`src/rtl/led_pwm_pkg.sv`:
```
package led_pwm_pkg;

   typedef enum logic [1:0] {
      RA_CTRL  = 2'd0,
      RA_DUTY  = 2'd1,
      RA_PRESC = 2'd2,
      RA_START = 2'd3
   } reg_addr_e;

   typedef enum logic [1:0] {
      MD_OFF     = 2'd0,
      MD_OFF_ALT = 2'd1,
      MD_PWM     = 2'd2,
      MD_ON      = 2'd3
   } mode_e;

   localparam int CTL_FAST_BIT = 2;
   localparam int CTL_UPD_BIT  = 6;
   localparam int CTL_SRST_BIT = 7;

endpackage

```
`src/rtl/led_pwm_regs.sv`:
```
module led_pwm_regs
   import led_pwm_pkg::*;
#(
   parameter int DATA_W = 32,
   parameter int DUTY_W = 8,
   parameter int PRE_W  = 12,
   parameter int HI_W   = 12,
   parameter int SDLY_W = 8
) (
   input  logic              clk,
   input  logic              rst_n,
   input  logic              wr_en,
   input  logic [1:0]        wr_addr,
   input  logic [DATA_W-1:0] wr_data,
   input  logic [1:0]        rd_addr,
   output logic [DATA_W-1:0] rd_data,
   input  logic              xfer_done,
   output mode_e             mode,
   output logic              fast_sel,
   output logic              upd_pend,
   output logic              srst,
   output logic [DUTY_W-1:0] duty,
   output logic [PRE_W-1:0]  pre_hold,
   output logic [SDLY_W-1:0] start_dly
);

   localparam int LIM_W = 2 * DUTY_W;
   localparam int DLY_W = PRE_W + HI_W;

   if (LIM_W > DATA_W || DLY_W > DATA_W || SDLY_W > DATA_W || DATA_W < 8) begin : g_bad_widths
      $error("led_pwm_regs: field widths exceed DATA_W");
   end

   logic [DUTY_W-1:0] duty_max;
   logic [HI_W-1:0]   hi_hold;
   logic              unused_wdata;

   assign unused_wdata = ^wr_data;

   wire ctrl_wr = wr_en && (reg_addr_e'(wr_addr) == RA_CTRL);
   assign srst  = ctrl_wr && wr_data[CTL_SRST_BIT];

   always_ff @(posedge clk) begin
      if (!rst_n) begin
         mode      <= MD_OFF;
         fast_sel  <= 1'b0;
         upd_pend  <= 1'b0;
         duty      <= '0;
         duty_max  <= '0;
         pre_hold  <= '0;
         hi_hold   <= '0;
         start_dly <= '0;
      end else begin
         if (xfer_done)
            upd_pend <= 1'b0;
         if (wr_en) begin
            case (reg_addr_e'(wr_addr))
               RA_CTRL: begin
                  mode     <= mode_e'(wr_data[1:0]);
                  fast_sel <= wr_data[CTL_FAST_BIT];
                  if (wr_data[CTL_UPD_BIT])
                     upd_pend <= 1'b1;
               end
               RA_DUTY: begin
                  duty     <= wr_data[DUTY_W-1:0];
                  duty_max <= wr_data[LIM_W-1:DUTY_W];
               end
               RA_PRESC: begin
                  pre_hold <= wr_data[PRE_W-1:0];
                  hi_hold  <= wr_data[DLY_W-1:PRE_W];
               end
               default: start_dly <= wr_data[SDLY_W-1:0];
            endcase
         end
      end
   end

   always_comb begin
      rd_data = '0;
      case (reg_addr_e'(rd_addr))
         RA_CTRL: begin
            rd_data[1:0]         = mode;
            rd_data[CTL_FAST_BIT] = fast_sel;
            rd_data[CTL_UPD_BIT]  = upd_pend;
         end
         RA_DUTY: begin
            rd_data[DUTY_W-1:0]     = duty;
            rd_data[LIM_W-1:DUTY_W] = duty_max;
         end
         RA_PRESC: begin
            rd_data[PRE_W-1:0]     = pre_hold;
            rd_data[DLY_W-1:PRE_W] = hi_hold;
         end
         default: rd_data[SDLY_W-1:0] = start_dly;
      endcase
   end

   // the update request is dropped only by a transfer, never by a write of 0
   p_upd_sticky_r8: assert property (@(posedge clk) disable iff (!rst_n)
      $fell(upd_pend) |-> $past(xfer_done));

endmodule

```
`src/rtl/led_pwm_engine.sv`:
```
module led_pwm_engine #(
   parameter int DUTY_W = 8,
   parameter int PRE_W  = 12,
   parameter int SDLY_W = 8
) (
   input  logic              clk,
   input  logic              rst_n,
   input  logic              active,
   input  logic              tick,
   input  logic              srst,
   input  logic              upd_pend,
   input  logic [PRE_W-1:0]  pre_hold,
   input  logic [SDLY_W-1:0] start_dly,
   output logic [DUTY_W-1:0] step_cnt,
   output logic [PRE_W-1:0]  ld_act,
   output logic              running,
   output logic              dly_busy,
   output logic              xfer_done
);

   if (DUTY_W < 2 || PRE_W < 1 || SDLY_W < 1) begin : g_bad_widths
      $error("led_pwm_engine: widths too small");
   end

   logic [PRE_W-1:0]  pre_cnt;
   logic [SDLY_W-1:0] dly_cnt;

   assign running  = active && (dly_cnt == '0);
   assign dly_busy = active && (dly_cnt != '0);

   wire step_end   = running && tick && !srst && (pre_cnt == ld_act);
   wire period_end = step_end && (step_cnt == '1);
   assign xfer_done = period_end && upd_pend;

   always_ff @(posedge clk) begin
      if (!rst_n) begin
         pre_cnt  <= '0;
         step_cnt <= '0;
         dly_cnt  <= '0;
         ld_act   <= '0;
      end else if (!active || srst) begin
         pre_cnt  <= '0;
         step_cnt <= '0;
         dly_cnt  <= start_dly;
      end else if (tick) begin
         if (dly_cnt != '0) begin
            dly_cnt <= dly_cnt - 1'b1;
         end else if (pre_cnt == ld_act) begin
            pre_cnt  <= '0;
            step_cnt <= step_cnt + 1'b1;
            if (xfer_done)
               ld_act <= pre_hold;
         end else begin
            pre_cnt <= pre_cnt + 1'b1;
         end
      end
   end

   // the prescale counter never runs past the active prescaler
   p_pre_bound_r6: assert property (@(posedge clk) disable iff (!rst_n)
      pre_cnt <= ld_act);

   // the active prescaler moves only while an update is pending
   p_ld_hold_r7: assert property (@(posedge clk) disable iff (!rst_n)
      (ld_act != $past(ld_act)) |-> ($past(upd_pend) && ld_act == $past(pre_hold)));

   // off modes clear the counters
   p_cnt_clear_r9: assert property (@(posedge clk) disable iff (!rst_n)
      !active |=> (step_cnt == '0 && pre_cnt == '0));

endmodule

```
`src/rtl/led_pwm_outsel.sv`:
```
module led_pwm_outsel
   import led_pwm_pkg::*;
#(
   parameter int DUTY_W  = 8,
   parameter bit REG_OUT = 1'b1
) (
   input  logic              clk,
   input  logic              rst_n,
   input  mode_e             mode,
   input  logic              running,
   input  logic [DUTY_W-1:0] step_cnt,
   input  logic [DUTY_W-1:0] duty,
   output logic              level,
   output logic              led
);

   always_comb begin
      case (mode)
         MD_PWM:  level = running && ((duty == '1) || (step_cnt < duty));
         MD_ON:   level = running;
         default: level = 1'b0;
      endcase
   end

   if (REG_OUT) begin : g_reg_out
      always_ff @(posedge clk) begin
         if (!rst_n) led <= 1'b0;
         else        led <= level;
      end
   end else begin : g_comb_out
      logic unused_clk;
      assign unused_clk = clk ^ rst_n;
      assign led = level;
   end

endmodule

```
`src/rtl/led_pwm_gen.sv`:
```
module led_pwm_gen
   import led_pwm_pkg::*;
#(
   parameter int DATA_W  = 32,
   parameter int DUTY_W  = 8,
   parameter int PRE_W   = 12,
   parameter int HI_W    = 12,
   parameter int SDLY_W  = 8,
   parameter bit REG_OUT = 1'b1
) (
   input  logic              clk,
   input  logic              rst_n,
   input  logic              tick_fast,
   input  logic              tick_slow,
   input  logic              wr_en,
   input  logic [1:0]        wr_addr,
   input  logic [DATA_W-1:0] wr_data,
   input  logic [1:0]        rd_addr,
   output logic [DATA_W-1:0] rd_data,
   output logic              led_out
);

   mode_e             mode;
   logic              fast_sel, upd_pend, srst, xfer_done;
   logic              running, dly_busy, level, active, tick;
   logic [DUTY_W-1:0] duty, step_cnt;
   logic [PRE_W-1:0]  pre_hold, ld_act;
   logic [SDLY_W-1:0] start_dly;

   assign active = (mode == MD_PWM) || (mode == MD_ON);
   assign tick   = fast_sel ? tick_fast : tick_slow;

   led_pwm_regs #(
      .DATA_W(DATA_W), .DUTY_W(DUTY_W), .PRE_W(PRE_W), .HI_W(HI_W), .SDLY_W(SDLY_W)
   ) u_regs (
      .clk(clk), .rst_n(rst_n), .wr_en(wr_en), .wr_addr(wr_addr), .wr_data(wr_data),
      .rd_addr(rd_addr), .rd_data(rd_data), .xfer_done(xfer_done), .mode(mode),
      .fast_sel(fast_sel), .upd_pend(upd_pend), .srst(srst), .duty(duty),
      .pre_hold(pre_hold), .start_dly(start_dly)
   );

   led_pwm_engine #(
      .DUTY_W(DUTY_W), .PRE_W(PRE_W), .SDLY_W(SDLY_W)
   ) u_engine (
      .clk(clk), .rst_n(rst_n), .active(active), .tick(tick), .srst(srst),
      .upd_pend(upd_pend), .pre_hold(pre_hold), .start_dly(start_dly),
      .step_cnt(step_cnt), .ld_act(ld_act), .running(running),
      .dly_busy(dly_busy), .xfer_done(xfer_done)
   );

   led_pwm_outsel #(
      .DUTY_W(DUTY_W), .REG_OUT(REG_OUT)
   ) u_out (
      .clk(clk), .rst_n(rst_n), .mode(mode), .running(running),
      .step_cnt(step_cnt), .duty(duty), .level(level), .led(led_out)
   );

   // off modes keep the pin level low
   p_off_low_r9: assert property (@(posedge clk) disable iff (!rst_n)
      !active |-> !level);

   // no drive during the start-up delay
   p_startup_low_r11: assert property (@(posedge clk) disable iff (!rst_n)
      dly_busy |-> !level);

   // duty 255 is fully high while running in PWM mode
   p_full_duty_r4: assert property (@(posedge clk) disable iff (!rst_n)
      (mode == MD_PWM && running && duty == '1) |-> level);

   // duty 0 is fully low
   p_zero_duty_r4: assert property (@(posedge clk) disable iff (!rst_n)
      (mode == MD_PWM && duty == '0) |-> !level);

endmodule

```
`config.mk`:
```
export PLATFORM = sky130hd
export DESIGN_NAME = led_pwm_gen
export DESIGN_NICKNAME = d
export VERILOG_FILES = /design/src/rtl/led_pwm_pkg.sv /design/src/rtl/led_pwm_regs.sv /design/src/rtl/led_pwm_engine.sv /design/src/rtl/led_pwm_outsel.sv /design/src/rtl/led_pwm_gen.sv
export SDC_FILE = /design/constraint.sdc
export NUM_CORES = 1
export LEC_CHECK = 0
export BUFFER_PORTS_ARGS = -buffer_cell sky130_fd_sc_hd__buf_2
export CORE_AREA = 2 2 95 97
export CTS_CLUSTER_DIAMETER = 120
export DETAILED_ROUTE_END_ITERATION = 16
export DIE_AREA = 0 0 97 99
export PLACE_DENSITY_LB_ADDON = 0.2
export SLEW_MARGIN = 10
export SYNTH_ARGS = -nofsm -noshare
export SYNTH_HDL_FRONTEND = slang
export SYNTH_SLANG_ARGS = --single-unit
```
`constraint.sdc`:
```
create_clock -name clk -period 2.6 [get_ports clk]
set_clock_uncertainty 0.15 [all_clocks]
set_input_delay 0.13 -clock clk [delete_from_list [all_inputs] [get_ports clk]]
set_output_delay 0.13 -clock clk [all_outputs]
set_load 0.1 [all_outputs]
```
Yosys cells after proc, flatten, opt, wreduce, memory -nomap -nowiden:

Index checks and enable logic that the tools add are counted.

* flip-flop bits (word level): 93
* bits in latches: 0
* memory bits (writable): 0
* ROM bits: 0
* bits of input ports: 41
* output and inout port bits: 33
* logic and storage cells: 76
* memories: 0

* add/sub/neg operators: 3
* multiply operators: 0
* div/mod/pow operators: 0
* magnitude comparators: 1
* equality and inequality tests: 9
* shift operators: 0
* muxes and demuxes: 16
* bitwise gates (word level): 4
* reduce and logical (&&, ||, !) cells: 30

Operators with widths (count)
* 8-bit 2-to-1 mux: 4
* 3-bit case mux with 3 select lines: 2
* 8-bit == test, second input constant: 2
* 8-bit case mux with 2 select lines: 1
* 12-bit by 1-bit adder with 12-bit output, second input constant: 1
* 12-bit == test: 1
* 12-bit 2-to-1 mux: 1
* 2-bit AND reduction: 6
* 1-bit logical AND: 9
* 8-bit by 1-bit adder with 8-bit output, second input constant: 1
* 2-bit == test, second input constant: 4
* 8-bit zero test: 1
* 8-bit less-than comparator: 1
* 8-bit nonzero test: 1
* 8-bit by 1-bit subtractor with 8-bit output, second input constant: 1
* 1-bit case mux with 3 select lines: 2
* 1-bit 2-to-1 mux: 5
* 5-bit AND reduction: 1
* 2-bit by 1-bit == test with 1-bit output, second input constant: 2
* 2-bit zero test: 2
* 1-bit inverter: 4
* 2-bit nonzero test: 2
* 1-bit logical OR: 3
* 3-bit AND reduction: 1
* other kinds (4): 5

Logic depth before layout (Yosys ltp):

* word-level depth: 12
* depth in mapped cells: 9

Hierarchy:

Synthesis repeated with hierarchy kept, for this count alone.

* cells, all modules: 545
* area total of the unflattened synthesis: 4778.3 µm²

Modules (own cells, without submodules)
* led_pwm_regs: instances 1, cells an instance 266, area each 2459.9 µm²
* led_pwm_engine: instances 1, cells an instance 242, area each 2053.2 µm²
* led_pwm_outsel: instances 1, cells an instance 35, area each 246.5 µm²
* led_pwm_gen: instances 1, cells an instance 2, area each 18.8 µm²

Worst setup path before layout:

Ideal clock, no wire load.

* path kind: input-to-output
* start: in rd_addr[1]
* end: out rd_data[5]
* arrival: 3051 ps
* data required time: 2320 ps
* setup slack: -731 ps
* stages on the path: 6
* path buffers: 2
* cells stage by stage: inv_1 -> ha_1 -> clkbuf_1 -> clkbuf_1 -> a22oi_1 -> o21ai_0

* cells in the longest elaborated chain, start to end: 2
* elaborated cells between the ends (all ways): 4
* classes of those cells: 2 x eq/ne; 1 x mux; 1 x reduce/logical

Ends and longest elaborated chain
* start, declared: RTL line led_pwm_gen.sv:18 `input logic [1:0] rd_addr,`
* 2-bit == test (tied with other cells): RTL line led_pwm_regs.sv:80 `case (reg_addr_e'(rd_addr))`
* 3-bit case mux with 3 select lines (*): RTL line led_pwm_regs.sv:80
* end, declared: RTL line led_pwm_gen.sv:19 `output logic [DATA_W-1:0] rd_data,`

Mark *: on every way between the ends. The rest lies on a longest branch, timed or not.

Worst setup path in the final report:

* start: reg u_engine.pre_cnt[10]
* end: reg u_engine.step_cnt[5]

* cells in the longest elaborated chain, start to end: 2

Ends and longest elaborated chain
* start, declared: RTL line led_pwm_engine.sv:25 `logic [PRE_W-1:0] pre_cnt;`
* start signal, assigned: RTL line led_pwm_engine.sv:54 `pre_cnt <= pre_cnt + 1'b1;`
* 12-bit == test: RTL line led_pwm_engine.sv:48 `end else if (pre_cnt == ld_act) begin`
* 3-bit AND reduction (no source line)
* end signal, assigned: RTL line led_pwm_engine.sv:50 `step_cnt <= step_cnt + 1'b1;`
* end, declared: RTL line led_pwm_engine.sv:14 `output logic [DUTY_W-1:0] step_cnt,`

No other way between the ends.
A chain may end at the register's enable or synchronous reset.

==> run summary <==
For this run, the register share of the synthesized area comes to 38.8%. In the synthesized netlist the dominant register cell turns out to be dfxtp_1. 74 I/O pins were placed. The detailed placer's ending HPWL was 7860 um; the die extent in y was 99 um. The data required time at the worst endpoint is 2.74 ns, and the number of register bits inferred by synthesis is 93. In the post-synthesis netlist, the biggest area contributors are dfxtp_1, nand2_1, a21boi_0, mux2i_1, ha_1. The buffering stage count on the worst path with inverters included is 0. The total area inside the core boundary comes to 0.00855 mm^2.

The slowest cell on the critical path is nor4_2. After floorplanning, the core was divided into 34 placement rows. The total of warnings raised by yosys came out at 0.

Of all nets on the critical path, the largest fanout is 16. The switching portion of total power works out to 29.5%. Summed over all layers, the global routing overflow is 0. Summed over all nets, the switching power comes to 0.000860 W.

The startpoint identified for the worst hold timing path is rst_n. In this run the tightest slew margin relative to its limit is 49.0%. The synthesized area per cell is 8.42 um^2, and the static leakage power is 2.25 nW.

The run gives 34.9% as the clock power share. After synthesis, the most frequently instantiated cells are nand2_1, dfxtp_1, a21boi_0, mux2i_1, clkbuf_1. The worst IR drop on VDD is 277 uV, and the number of optimization iterations in the first detailed-route pass is 6.

The port buffer count works out to 57. The routed layout has 4183 vias. Synthesis produced a netlist whose cell count is 570.

The vias per cell was 5.55; the total CTS buffers was 9. At the later pin of the worst-skew pair, clock insertion delay measures 0.37 ns. The final weighted congestion in routability-driven placement came out at 0.832. The final antenna diode count was 0; the count of final hold-check violations was 0.

The worst setup path is captured at a flop. Timing would allow up to 0.432 GHz. The run gives 0 as the final setup violation count.

For this run, the post-layout net count is 697. The aggregate negative setup slack is 0 ns. For this block, the routed nets add up to 11400 um of wire.

The total global-route track usage came out at 24.8%. The tools report the number of distinct library cell variants in the gate-level netlist after synthesis as 49. In this design, the largest share of critical-path delay is due to simple AND/OR/NAND/NOR gates. The maximum buffer depth of the clock tree was 2.

Entering global routing, the biggest net connects 62 pins. Registers are responsible for 50.9% of the overall power. In this run the register-to-register setup slack is 0.29 ns. The tools report the number of violations reported at the end of detailed-routing iteration 0 as 187. The top cell type by area accounts for 38.8% of the synthesized area. The start-to-end type of the worst setup path was flop to flop.

The post-route netlist has 15.8% of its cells at a drive strength greater than 1. Count of nets left with antenna violations after detail routing: 0. The horizontal die dimension works out to 97 um. The overall power of the completed layout was 0.00292 W; the sink count of the clock tree was 93. The routed length per instance is 15.1 um, and the count of flip-flops with a built-in enable after synthesis is 0.

For the via count of the first global-routing pass, the log shows 4051. The tools report the data arrival time at the worst-slack endpoint as 2.45 ns. Setup repair after global routing left no endpoint under its margin.

Stage delay of the slowest cell on the critical path: 0.55 ns. Walking the worst path, the cells encountered are xor2_1 -> nor4_2 -> nand4_4 -> or4_1 -> a21oi_1. Of the total power, combinational logic draws 14.3%. The library cell occupying the most area in the post-synthesis netlist is dfxtp_1. The tools report the die outline area as 0.00960 mm^2. STA classifies the critical path startpoint as a flop. The run finished with clean final reports.

After detailed routing, the number of remaining DRC violations is 0. The number of antenna violations at the first check in global routing is 0, and the count of maximum capacitance violations is 0. The power density relative to cell area came out at 521 mW/mm^2. The initial utilization of the core area, before any placement, comes to 56.1%.

The clock-pin slew of the registers on the worst-case setup and hold paths is 0.10 ns. CTS placed an instance of clkbuf_8 at the clock tree root. The tightest min-delay check is of the primary input to flop type.

At the pin with the least slew margin, the transition time is 0.762 ns. The worst register-to-register path begins at u_engine.pre_cnt[10]. The worst setup path startpoint is u_engine.pre_cnt[10].

The final critical delay including setup and external delays works out to 2.31 ns. The tools report the total count of max-transition violations in the final report as 0. Of the available clock period, the critical path in the final layout requires 89.0%. The logs give 0.00480 mm^2 for the netlist area before placement and 3 for the H-tree level count. TritonCTS built the clock tree. After synthesis, the share of flip-flops with an asynchronous set or reset is 0%. Yosys instantiated no cell more often than nand2_1. The internal portion of the total power is 0.00206 W. The first-pass GRT wire length was 19600 um. From synthesis to final layout, the design area changed by 16.6%.
## power by group through the flow
stage | Combinational, W | Clock (W) | Sequential [W]
2_1_floorplan | 0.000305 | 0 | 0.00151
3_3_place_gp | 0.000379 | 0 | 0.00151
3_5_place_dp | 0.000384 | 0 | 0.00152
4_1_cts | 0.000414 | 0.00103 | 0.00148
5_1_grt | 0.000451 | 0.00109 | 0.00149
6_report | 0.000416 | 0.00102 | 0.00148
## kinds of logic (layout without fill, tap and decap cells)
group / Yosys count / count (layout) / synth area share (%)
adder cells (fa/ha/maj): 15 / 15 / 3.91
other: 1 / 8 / 0.0781
buffers and inverters: 56 / 125 / 5.37
AND/OR/NAND/NOR: 253 / 253 / 26.5
multiplexers: 30 / 30 / 6.28
XOR/XNOR: 24 / 24 / 4.38
flip-flops: 93 / 93 / 38.8
AO/OA/AOI/OAI: 98 / 98 / 14.7
## final timing paths
path                            cells after the start                    to
worst max-delay path                                5  u_engine.step_cnt[5]
worst min-delay path                                2   u_engine.dly_cnt[0]
worst max register to register                      5  u_engine.step_cnt[5]
worst min register to register                      2     u_regs.hi_hold[9]
## worst reg2reg max path, delay by kind of cell, from the launching register on
| family | cells | cell delay (ns) |
|---|---|---|
| xor+xnor | 1 | 0.18 |
| simple gates | 3 | 1.38 |
| compound gates | 1 | 0.14 |
| flops | 1 | 0.37 |
## placed cells by master, fill, tap and decap left out, types with 18 or more instances in the layout
cell type      instances
nand3_1               19
mux2i_1               25
nor2b_1               19
dlygate4sd3_1         24
dfxtp_1               93
nand2_1              139
buf_2                 57
a21boi_0              42
xor2_1                18
## timing repair
action | CTS | global route
hold endpoints to repair | 52 | 0
hold buffers | 24 | 0
gates resized for setup | 0 | 1
buffers inserted | 0 | 0
setup endpoints to repair | 0 | 2
## through the flow
| stage | instances | setup slack [ns] | utilization, % | hold WS [ns] | instance area [um^2] |
|---|---|---|---|---|---|
| after detailed placement | 714 | 0.220 | 60.2 | 0.241 | 5150 |
| final | 754 | 0.287 | 65.5 | 0.0763 | 5600 |
| after CTS | 754 | 0.178 | 65.4 | 0.0528 | 5600 |
| after global routing | 754 | 0.0985 | 65.5 | 0.0947 | 5600 |
| after global placement | 714 | 0.273 | 60.2 | 0.231 | 5150 |
| after floorplan | 577 | 0.0228 | - | 0.110 | 4840 |
## layer usage
layer | GRT usage (%) | vias up | routed length [um]
met5 | 0 | - | 0
met4 | 8.56 | 0 | 194
met3 | 4.33 | 15 | 507
met2 | 41.7 | 117 | 5510
met1 | 32.5 | 1964 | 5180
li1 | - | 2087 | -
## flip-flops by register name, indices dropped and copies added (netlist names), 8 cells and up
signal	flops
u_regs.hi_hold	12
u_engine.pre_cnt	12
u_engine.ld_act	12
u_regs.duty_max	8
u_regs.start_dly	8
u_regs.pre_hold	12
u_engine.dly_cnt	8
u_regs.duty	8
u_engine.step_cnt	8
## layout make-up
| type | instances | area, um^2 |
|---|---|---|
| Fill cell | 694 | 2950 |
| Multi-Input combinational cell | 428 | 2720 |
| Sequential cell | 93 | 1860 |
| Timing Repair Buffer | 92 | 608 |
| Tap cell | 108 | 135 |
| Clock buffer | 9 | 124 |
| Clock inverter | 7 | 80.1 |
| Inverter | 17 | 63.8 |
No activity file was read; power rests on OpenSTA's default activity.
